$ cat src/rtl/spi_ssr_pkg.sv
package spi_ssr_pkg;
  localparam int REG_W  = 8;
  localparam int ADDR_W = 3;

  localparam logic [ADDR_W-1:0] A_DATA  = 3'd0;
  localparam logic [ADDR_W-1:0] A_CTRL  = 3'd1;
  localparam logic [ADDR_W-1:0] A_MODE  = 3'd2;
  localparam logic [ADDR_W-1:0] A_STAT  = 3'd3;
  localparam logic [ADDR_W-1:0] A_RLDHI = 3'd4;
  localparam logic [ADDR_W-1:0] A_RLDLO = 3'd5;

  typedef struct packed {
    logic tmr_en;
    logic tc_ie;
    logic master;
    logic en;
  } ctrl_t;
endpackage

$ cat src/rtl/spi_ssr_baud.sv
module spi_ssr_baud #(
  parameter int CNT_W = 16
) (
  input  logic             clk_i,
  input  logic             rst_ni,
  input  logic             run_i,
  input  logic [CNT_W-1:0] reload_i,
  output logic             tick_o
);
  logic [CNT_W-1:0] cnt_q;
  logic [CNT_W-1:0] last;

  // reload 0 wraps to all ones: full 2^CNT_W period
  assign last   = reload_i - 1'b1;
  assign tick_o = run_i && (cnt_q == last);

  always_ff @(posedge clk_i or negedge rst_ni) begin
    if (!rst_ni)      cnt_q <= '0;
    else if (!run_i)  cnt_q <= '0;
    else if (tick_o)  cnt_q <= '0;
    else              cnt_q <= cnt_q + 1'b1;
  end

  a_r10_tick_spacing: assert property (@(posedge clk_i) disable iff (!rst_ni)
    (tick_o && reload_i != CNT_W'(1)) |=> !tick_o);
endmodule

$ cat src/rtl/spi_ssr_shift.sv
module spi_ssr_shift #(
  parameter int DW = 8
) (
  input  logic                    clk_i,
  input  logic                    rst_ni,
  input  logic                    en_i,
  input  logic                    master_i,
  input  logic [$clog2(DW)-1:0]   nbits_i,
  input  logic                    load_i,
  input  logic [DW-1:0]           load_data_i,
  input  logic                    tick_i,
  input  logic                    miso_i,
  input  logic                    sck_i,
  input  logic                    mosi_i,
  input  logic                    ss_ni,
  output logic [DW-1:0]           sr_o,
  output logic                    m_busy_o,
  output logic                    busy_o,
  output logic                    done_o,
  output logic                    sck_o,
  output logic                    sel_o
);
  localparam int CW = $clog2(DW);

  logic [DW-1:0] sr_q;
  logic [CW-1:0] bitcnt_q, last_idx;
  logic          m_busy_q, sck_q, samp_q;
  logic [2:0]    sck_s;
  logic [1:0]    mosi_s, ss_s;
  logic          start, m_rise, m_fall, s_rise, s_fall, shift_ev, samp_ev, samp_bit;

  always_ff @(posedge clk_i or negedge rst_ni) begin
    if (!rst_ni) begin
      sck_s  <= '0;
      mosi_s <= '0;
      ss_s   <= '1;
    end else begin
      sck_s  <= {sck_s[1:0], sck_i};
      mosi_s <= {mosi_s[0], mosi_i};
      ss_s   <= {ss_s[0], ss_ni};
    end
  end

  assign last_idx = (nbits_i == '0) ? CW'(DW-1) : nbits_i - 1'b1;
  assign sel_o    = en_i && !master_i && !ss_s[1];
  assign start    = load_i && en_i && master_i;
  assign m_rise   = m_busy_q && tick_i && !sck_q;
  assign m_fall   = m_busy_q && tick_i && sck_q;
  assign s_rise   = sel_o && sck_s[1] && !sck_s[2];
  assign s_fall   = sel_o && !sck_s[1] && sck_s[2];
  assign shift_ev = m_fall || s_fall;
  assign samp_ev  = m_rise || s_rise;
  assign samp_bit = master_i ? miso_i : mosi_s[1];
  assign done_o   = shift_ev && (bitcnt_q == last_idx);

  always_ff @(posedge clk_i or negedge rst_ni) begin
    if (!rst_ni) begin
      sr_q     <= '0;
      bitcnt_q <= '0;
      m_busy_q <= 1'b0;
      sck_q    <= 1'b0;
      samp_q   <= 1'b0;
    end else if (load_i) begin
      sr_q     <= load_data_i;
      bitcnt_q <= '0;
      sck_q    <= 1'b0;
      if (start) m_busy_q <= 1'b1;
    end else if (!en_i) begin
      m_busy_q <= 1'b0;
      sck_q    <= 1'b0;
      bitcnt_q <= '0;
    end else begin
      if (samp_ev) samp_q <= samp_bit;
      if (m_rise || m_fall) sck_q <= ~sck_q;
      if (shift_ev) begin
        sr_q     <= {sr_q[DW-2:0], samp_q};
        bitcnt_q <= done_o ? '0 : bitcnt_q + 1'b1;
        if (m_fall && done_o) m_busy_q <= 1'b0;
      end else if (!m_busy_q && (ss_s[1] || master_i)) begin
        bitcnt_q <= '0;
      end
    end
  end

  assign sr_o     = sr_q;
  assign m_busy_o = m_busy_q;
  assign busy_o   = m_busy_q || sel_o;
  assign sck_o    = sck_q;

  a_r2_sck_idle_low: assert property (@(posedge clk_i) disable iff (!rst_ni)
    !m_busy_q |-> !sck_q);
  a_r8_ss_clears_count: assert property (@(posedge clk_i) disable iff (!rst_ni)
    (en_i && !master_i && ss_s[1] && !m_busy_q && !load_i) |=> (bitcnt_q == '0));
endmodule

$ cat src/rtl/spi_shared_sr.sv
module spi_shared_sr
  import spi_ssr_pkg::*;
(
  input  logic        clk_i,
  input  logic        rst_ni,
  input  logic [2:0]  reg_addr_i,
  input  logic        reg_we_i,
  input  logic [7:0]  reg_wdata_i,
  output logic [7:0]  reg_rdata_o,
  output logic        irq_o,
  input  logic        sck_i,
  output logic        sck_o,
  output logic        sck_oe_o,
  input  logic        mosi_i,
  output logic        mosi_o,
  output logic        mosi_oe_o,
  input  logic        miso_i,
  output logic        miso_o,
  output logic        miso_oe_o,
  input  logic        ss_ni,
  output logic        ss_no,
  output logic        ss_oe_o
);
  localparam int NB_W = $clog2(REG_W);

  ctrl_t           ctrl_q;
  logic [NB_W-1:0] nbits_q;
  logic [7:0]      rld_hi_q, rld_lo_q;
  logic            tc_q, ovr_q, tmr_q;
  logic            data_we, stat_we, load, busy, m_busy, done, tick, tmr_run, sel;
  logic [REG_W-1:0] sr;

  assign data_we = reg_we_i && (reg_addr_i == A_DATA);
  assign stat_we = reg_we_i && (reg_addr_i == A_STAT);
  assign load    = data_we && !busy;
  assign tmr_run = !ctrl_q.en && ctrl_q.tmr_en;

  spi_ssr_baud #(.CNT_W(16)) u_baud (
    .clk_i    (clk_i),
    .rst_ni   (rst_ni),
    .run_i    (m_busy || tmr_run),
    .reload_i ({rld_hi_q, rld_lo_q}),
    .tick_o   (tick)
  );

  spi_ssr_shift #(.DW(REG_W)) u_shift (
    .clk_i       (clk_i),
    .rst_ni      (rst_ni),
    .en_i        (ctrl_q.en),
    .master_i    (ctrl_q.master),
    .nbits_i     (nbits_q),
    .load_i      (load),
    .load_data_i (reg_wdata_i),
    .tick_i      (tick),
    .miso_i      (miso_i),
    .sck_i       (sck_i),
    .mosi_i      (mosi_i),
    .ss_ni       (ss_ni),
    .sr_o        (sr),
    .m_busy_o    (m_busy),
    .busy_o      (busy),
    .done_o      (done),
    .sck_o       (sck_o),
    .sel_o       (sel)
  );

  always_ff @(posedge clk_i or negedge rst_ni) begin
    if (!rst_ni) begin
      ctrl_q   <= '0;
      nbits_q  <= '0;
      rld_hi_q <= '0;
      rld_lo_q <= '0;
    end else if (reg_we_i) begin
      case (reg_addr_i)
        A_CTRL:  ctrl_q   <= reg_wdata_i[3:0];
        A_MODE:  nbits_q  <= reg_wdata_i[NB_W-1:0];
        A_RLDHI: rld_hi_q <= reg_wdata_i;
        A_RLDLO: rld_lo_q <= reg_wdata_i;
        default: ;
      endcase
    end
  end

  // status flags: set wins over write-one-to-clear
  always_ff @(posedge clk_i or negedge rst_ni) begin
    if (!rst_ni) begin
      tc_q  <= 1'b0;
      ovr_q <= 1'b0;
      tmr_q <= 1'b0;
    end else begin
      if (done)                           tc_q  <= 1'b1;
      else if (stat_we && reg_wdata_i[0]) tc_q  <= 1'b0;
      if (data_we && busy)                ovr_q <= 1'b1;
      else if (stat_we && reg_wdata_i[1]) ovr_q <= 1'b0;
      if (tick && tmr_run)                tmr_q <= 1'b1;
      else if (stat_we && reg_wdata_i[3]) tmr_q <= 1'b0;
    end
  end

  always_comb begin
    case (reg_addr_i)
      A_DATA:  reg_rdata_o = sr;
      A_CTRL:  reg_rdata_o = {4'b0, ctrl_q};
      A_MODE:  reg_rdata_o = 8'(nbits_q);
      A_STAT:  reg_rdata_o = {4'b0, tmr_q, busy, ovr_q, tc_q};
      A_RLDHI: reg_rdata_o = rld_hi_q;
      A_RLDLO: reg_rdata_o = rld_lo_q;
      default: reg_rdata_o = '0;
    endcase
  end

  assign irq_o     = (tc_q && ctrl_q.tc_ie) || tmr_q;
  assign sck_oe_o  = ctrl_q.en && ctrl_q.master;
  assign mosi_oe_o = ctrl_q.en && ctrl_q.master;
  assign ss_oe_o   = ctrl_q.en && ctrl_q.master;
  assign ss_no     = !m_busy;
  assign mosi_o    = sr[REG_W-1];
  assign miso_o    = sr[REG_W-1];
  assign miso_oe_o = sel;

  a_r5_tc_after_done: assert property (@(posedge clk_i) disable iff (!rst_ni)
    done |=> tc_q);
  a_r6_ovr_on_busy_write: assert property (@(posedge clk_i) disable iff (!rst_ni)
    (data_we && busy) |=> ovr_q);
  a_r6_busy_write_no_load: assert property (@(posedge clk_i) disable iff (!rst_ni)
    (data_we && m_busy) |=> m_busy || tc_q);
  a_r9_timer_flag: assert property (@(posedge clk_i) disable iff (!rst_ni)
    (tick && tmr_run) |=> (tmr_q && irq_o));
endmodule

$ cat config.mk
export PLATFORM = sky130hd
export DESIGN_NAME = spi_shared_sr
export DESIGN_NICKNAME = d
export VERILOG_FILES = /design/src/rtl/spi_ssr_pkg.sv /design/src/rtl/spi_ssr_baud.sv /design/src/rtl/spi_ssr_shift.sv /design/src/rtl/spi_shared_sr.sv
export SDC_FILE = /design/constraint.sdc
export NUM_CORES = 1
export LEC_CHECK = 0
export BUFFER_PORTS_ARGS = -buffer_cell sky130_fd_sc_hd__buf_4
export CORE_MARGIN = 8
export CORE_UTILIZATION = 35
export DETAILED_ROUTE_END_ITERATION = 12
export SETUP_SLACK_MARGIN = 0.02
export SLEW_MARGIN = 0
export SYNTH_ARGS = -nofsm -noshare
export SYNTH_HDL_FRONTEND = slang
export SYNTH_HIERARCHICAL = 1
export SYNTH_SLANG_ARGS = --single-unit
$ cat constraint.sdc
create_clock -name clk_i -period 9.85 [get_ports clk_i]
set_input_delay 0 -clock clk_i [delete_from_list [all_inputs] [get_ports clk_i]]
set_output_delay 0 -clock clk_i [all_outputs]
set_load 0.005 [all_outputs]
======== Word level (Yosys, flattened, before mapping) ========
Cells that the tools add are included.
word-level totals
  output and inout bits ................... 17
  register bits after elaboration ......... 63
  bits of input ports ..................... 18
  logic and storage cells ................. 119
  bits in latches ......................... 0
  memories kept ........................... 0
  memory bits (read-only) ................. 0
  bits in writable memories ............... 0
operators by class
  reductions and logical operators ........ 55
  muxes and demuxes ....................... 27
  bitwise logic cells ..................... 2
  divide/modulo/power cells ............... 0
  $mul .................................... 0
  add/sub/neg operators ................... 4
  magnitude comparators ................... 0
  shift operators ......................... 0
  eq/ne operators ......................... 12
operators by type and width
  operator                                             number
  one-hot mux 8 bit (6 select lines)                   1
  two-way mux 16 bit                                   2
  logical AND 1 bit                                    26
  two-way mux 8 bit                                    3
  two-way mux 3 bit                                    6
  adder 16 x 1 -> 16 bit, second input constant        1
  equality test 16 bit                                 1
  subtractor 16 x 1 -> 16 bit, second input constant   1
  two-way mux 1 bit                                    15
  AND reduction 2 bit                                  5
  nonzero test 2 bit                                   5
  != test 3 x 1 -> 1 bit, second input constant        3
  logical NOT 1 bit                                    8
  logical OR 1 bit                                     7
  equality test 3 x 2 -> 1 bit, second input constant  2
  equality test 3 bit, second input constant           2
  logical NOT 3 bit                                    2
  AND reduction 3 bit                                  2
  != test 4 x 1 -> 1 bit, second input constant        1
  adder 3 x 1 -> 3 bit, second input constant          1
  equality test 3 x 1 -> 1 bit, second input constant  1
  equality test 3 bit                                  1
  subtractor 3 x 1 -> 3 bit, second input constant     1
  != test 2 bit, second input constant                 1
  NOT 1 bit                                            2

======== Longest topological paths before layout ========
  depth after elaboration ................. 13
  mapped depth ............................ 14
  mapped depth without buffers ............ 12

======== Hierarchy ========
The synthesis kept the hierarchy.
modules (own cells, without submodules)
  module         seq. area each (um^2)  instances  cells an instance  area each (um^2)
  spi_shared_sr  650.6                  1          110                1397.6
  spi_ssr_baud   400.4                  1          170                1397.6
  spi_ssr_shift  528.0                  1          89                 985.9

======== Worst setup path before layout ========
No wires, ideal clock.
  path kind ............................... register -> register
  start ................................... register rld_hi_q[1]
  end ..................................... register u_shift.sr_q[0], in the netlist u_shift/sr_o[0]
  buffers on the path ..................... 1
  cell stages (with the launch flop) ...... 12
  path slack .............................. 6511 ps
  arrival ................................. 3212 ps
  clock period less this slack ............ 3339 ps
  data required time ...................... 9723 ps
  library setup time ...................... 127 ps
  cell sequence ........................... dfrtp_1 > or4_4 > or4_1 > a211oi_1 > o2111ai_1 > nor4_4 > buf_6 > nand3_1 > o21ai_0 > a21oi_1 > a222oi_1 > inv_1
between the ends
  cells in the longest elaborated chain, start to end .. 8
ends and longest elaborated chain
  what                            RTL line             text
  from (decl)                     spi_shared_sr.sv:28  logic [7:0] rld_hi_q, rld_lo_q;
  from (signal assigned)          spi_shared_sr.sv:77  A_RLDHI: rld_hi_q <= reg_wdata_i;
  subtractor 16 x 1 -> 16 bit     spi_ssr_baud.sv:14   assign last = reload_i - 1'b1;
  equality test 16 bit            spi_ssr_baud.sv:15   assign tick_o = run_i && (cnt_q == last);
  logical AND 1 bit               spi_ssr_baud.sv:15
  named net tick                  spi_shared_sr.sv:30  logic data_we, stat_we, load, busy, m_busy, done, tick, tmr_run, sel;
  logical AND 1 bit (2 in a row)  spi_ssr_shift.sv:48  assign m_fall = m_busy_q && tick_i && sck_q;
  logical OR 1 bit                spi_ssr_shift.sv:51  assign shift_ev = m_fall || s_fall;
  nonzero test 2 bit (no line)    -
  AND reduction 2 bit (no line)   -
  to (signal assigned)            spi_ssr_shift.sv:64  sr_q <= load_data_i;
  to (signal assigned)            spi_ssr_shift.sv:76  sr_q <= {sr_q[DW-2:0], samp_q};
  to (decl)                       spi_ssr_shift.sv:25  logic [DW-1:0] sr_q;
The timed path passes the listed nets, and every way through them passes these cells.
A chain may end at the register's enable or synchronous reset.

======== Final worst setup path ========
  start ................................... register rld_lo_q[0]
  end ..................................... register u_shift.bitcnt_q[0]
between the ends
  cells in the longest elaborated chain, start to end .. 11
  elaborated cells on any way between the ends .. 12
  those cells by class .................... 1 x add/sub; 2 x eq/ne; 4 x mux; 5 x reduce/logical
ends and longest elaborated chain
  what                              RTL line             text
  from (decl)                       spi_shared_sr.sv:28
  from (signal assigned)            spi_shared_sr.sv:78  A_RLDLO: rld_lo_q <= reg_wdata_i;
  subtractor 16 x 1 -> 16 bit *     spi_ssr_baud.sv:14
  equality test 16 bit *            spi_ssr_baud.sv:15
  logical AND 1 bit *               spi_ssr_baud.sv:15
  named net tick                    spi_shared_sr.sv:30
  logical AND 1 bit * (2 in a row)  spi_ssr_shift.sv:48
  logical OR 1 bit *                spi_ssr_shift.sv:51
  logical AND 1 bit                 spi_ssr_shift.sv:54  assign done_o = shift_ev && (bitcnt_q == last_idx);
  two-way mux 3 bit                 spi_ssr_shift.sv:77  bitcnt_q <= done_o ? '0 : bitcnt_q + 1'b1;
  two-way mux 3 bit                 spi_ssr_shift.sv:75  if (shift_ev) begin
  two-way mux 3 bit                 spi_ssr_shift.sv:68  end else if (!en_i) begin
  two-way mux 3 bit                 spi_ssr_shift.sv:63  end else if (load_i) begin
  to (signal assigned)              spi_ssr_shift.sv:77
  to (decl)                         spi_ssr_shift.sv:26  logic [CW-1:0] bitcnt_q, last_idx;
The timed path passes the listed nets; every way through them passes the cells marked *.

==> results.cfg <==
[detailed_routing]
drcViolationCount = 0
routed_wl_mm = 9.447
wl_per_cell_microns = 16.96
drt.antenna.violating_nets = 0
vias = 3023
first_pass_iters = 7
routed_via_density = 5.427
first_iter_violations = 216

[floorplan]
dieHeight_microns = 119.9
die_area_sq_um = 14390
floorplan.core_area_sq_um = 10700
start_util = 0.3535
die_w_microns = 119.9
pin_count = 35
rows = 38

[sta]
hold_viol = 0
slew_headroom = 0.4337
tns_ps = 0
period_needed_ps = 3909
fmax_mhz = 255.8
slew_viol_final = 0
skew_ps = 15.85
setup_violations = 0
rsz0062_at_grt = false
setup_ws_ps = 5941
tightest_slew_ps = 846.3
min_period_over_period = 0.3969

[final_layout]
multiInputGateArea_sq_um = 2041
diodes = 0
fin_util = 0.4144
fin_nets = 435
fillers = 1050
drive_gt1_frac = 0.2350
final_cell_mix = dfrtp_1, buf_4, nor2_1
area.growth.synth_to_final_pct = 17.24
register_area_sq_um = 1579
fin_cells = 557
final_common_cell = dfrtp_1

[logic_synthesis]
ys_async_sr_fraction = 1.000
yosys_warnings = 6
synthesis.nets = 392
synth-seq-cells = 63
synthesis.area_sq_um = 3781
ys_seq_area_frac = 0.4176
syn_area_per_cell_sq_um = 10.25
synth_edf_count = 0
synth_cells = 369
ys_types = 70
synthFlopType = dfrtp_1

[global_routing]
grt_pass1_vias = 3093
grt_use_total = 0.1330
grt_max_degree = 64
grt-ovfl-total = 0
grt_first_pass_wirelength_mm = 15.64
antenna_found_initial = 0

[worst_hold_path]
worstHoldPathType = in2reg
hp-start = reg_we_i

[placed_design]
place_ws_ps = 6001
hpwl_mm = 6.741
dp.cells = 528
gp_congestion = 0.8175
portBuffers = 34

[setup_path]
worstSetupStartpoint = rld_lo_q[0]$_DFFE_PN0P_
reg2reg_slack_ps = 5940
worstPathArrival_ps = 4140
r2r-start = rld_lo_q[0]$_DFFE_PN0P_
crit_required_ps = 10080
rr_endpoint = u_shift/bitcnt_q[0]$_DFFE_PN0P_
r2r_cells = 13
worstSetupStartpointType = flop
endpoint_kind = flop
criticalPathCategory = reg2reg
critPathCapture = u_shift/bitcnt_q[0]$_DFFE_PN0P_
path_max_fanout = 19

[clock_tree]
root_buffer = clkbuf_8
path_clk_slew_ps = 80
post_cts_buffers = 0
cts-htree-levels = 3
holdBufCountCts = 13
clkSinkCount = 63
clkLatencyLatePin_ps = 340
max-clock-path-buffers = 2
cts_tree = done
cts_resized = 0
cts_made_buffers = 9

[pwr]
p_per_area_nw_per_um2 = 168.4
leakage_nw = 2.013
totalPowerFinal_mw = 0.7464
ir_drop_mv = 0.08216

[outcome]
status = finished, final reports clean

[job]
max-cap-violations = 0
==> flip-flops by register name, indices dropped and copies added (netlist names), 2 cells and up <==
signal,count
ctrl_q,4
nbits_q,3
rld_hi_q,8
rld_lo_q,8
u_baud/cnt_q,16
u_shift/bitcnt_q,3
u_shift/mosi_s,2
u_shift/sck_s,3
u_shift/sr_o,8
u_shift/ss_s,2
==> how the worst min path moves through the flow <==
stage	endpoint	cells past startpoint
2_1_floorplan	ctrl_q[0]$_DFFE_PN0P_	0
3_3_place_gp	u_shift/sck_s[0]$_DFF_PN0_	1
3_5_place_dp	u_shift/ss_s[0]$_DFF_PN1_	1
4_1_cts	nbits_q[0]$_DFFE_PN0P_	3
5_1_grt	nbits_q[0]$_DFFE_PN0P_	3
6_report	nbits_q[0]$_DFFE_PN0P_	3
==> metrics by stage <==
step                hold WS, ps  cell area (sq um)
floorplan                -295.6               3781
global placement          109.6               4129
detailed placement        109.4               4129
CTS                       137.5               4433
global route              194.1               4433
finish                    152.6               4433
==> power breakdown <==
| group | leakage (nW) | internal [mW] | switching, mW |
|---|---|---|---|
| clock network | 0.0812 | 0.0910 | 0.108 |
| logic | 1.13 | 0.104 | 0.0897 |
| registers | 0.802 | 0.296 | 0.0578 |
==> cell type report <==
| cell class | instances | area share |
|---|---|---|
| Clock buffer | 9 | 0.02794 |
| Inverter | 19 | 0.01609 |
| Sequential cell | 63 | 0.3562 |
| Multi-Input combinational cell | 271 | 0.4603 |
| Tap cell | 140 | 0.03951 |
| Timing Repair Buffer | 48 | 0.08863 |
| Clock inverter | 7 | 0.01129 |
==> cell usage after synthesis (3+ instances only) <==
library cell / instances / share of area
a21oi_1: 7 / 0.0093
buf_2: 3 / 0.0040
and3_1: 7 / 0.012
or4_1: 3 / 0.0060
buf_4: 5 / 0.0099
inv_1: 19 / 0.019
mux2_4: 8 / 0.032
and2_1: 3 / 0.0050
mux2i_1: 10 / 0.026
a222oi_1: 8 / 0.021
nand2b_1: 5 / 0.0083
xnor2_1: 19 / 0.044
nor3b_1: 4 / 0.0079
nor3_1: 5 / 0.0066
nor2_1: 30 / 0.030
a21o_1: 4 / 0.0079
a2bb2oi_1: 3 / 0.0070
mux2_2: 25 / 0.074
nor4_1: 5 / 0.0083
xor2_1: 11 / 0.025
a22oi_1: 6 / 0.012
o21ai_0: 9 / 0.012
nand2_1: 25 / 0.025
nor4b_1: 3 / 0.0070
nand4_1: 6 / 0.0099
clkbuf_1: 7 / 0.0070
ha_1: 5 / 0.017
nand3_1: 13 / 0.017
dfrtp_1: 61 / 0.40
==> critical path: stages (launching register included) <==
cell	delay, ps
dfrtp_1	450
inv_1	80
ha_1	230
or4b_1	550
and4bb_2	370
mux2_2	340
mux2i_1	250
nor4_4	80
buf_4	230
nand3_1	100
o21ai_0	170
and2_0	410
and2_4	280
mux2_2	250
==> logic make-up (layout without fill, tap and decap cells) <==
kind of cell,Yosys count,count (layout),share of synthesized area
adders and majority gates,5,5,0.01655
and+or+nand+nor,133,133,0.1995
xor gates and xnor gates,30,30,0.06949
DFF,63,63,0.4176
AOI/OAI and AO/OA,60,60,0.1214
muxes,43,43,0.1327
buffers and inverters,35,83,0.04269
==> metal layers <==
layer | GRT usage | wire length, microns
met1 | 0.1643 | 4311
met2 | 0.2204 | 4520
met3 | 0.03899 | 491
met4 | 0.03825 | 123
met5 | 0 | 0
(Power assumes the default switching activity.)
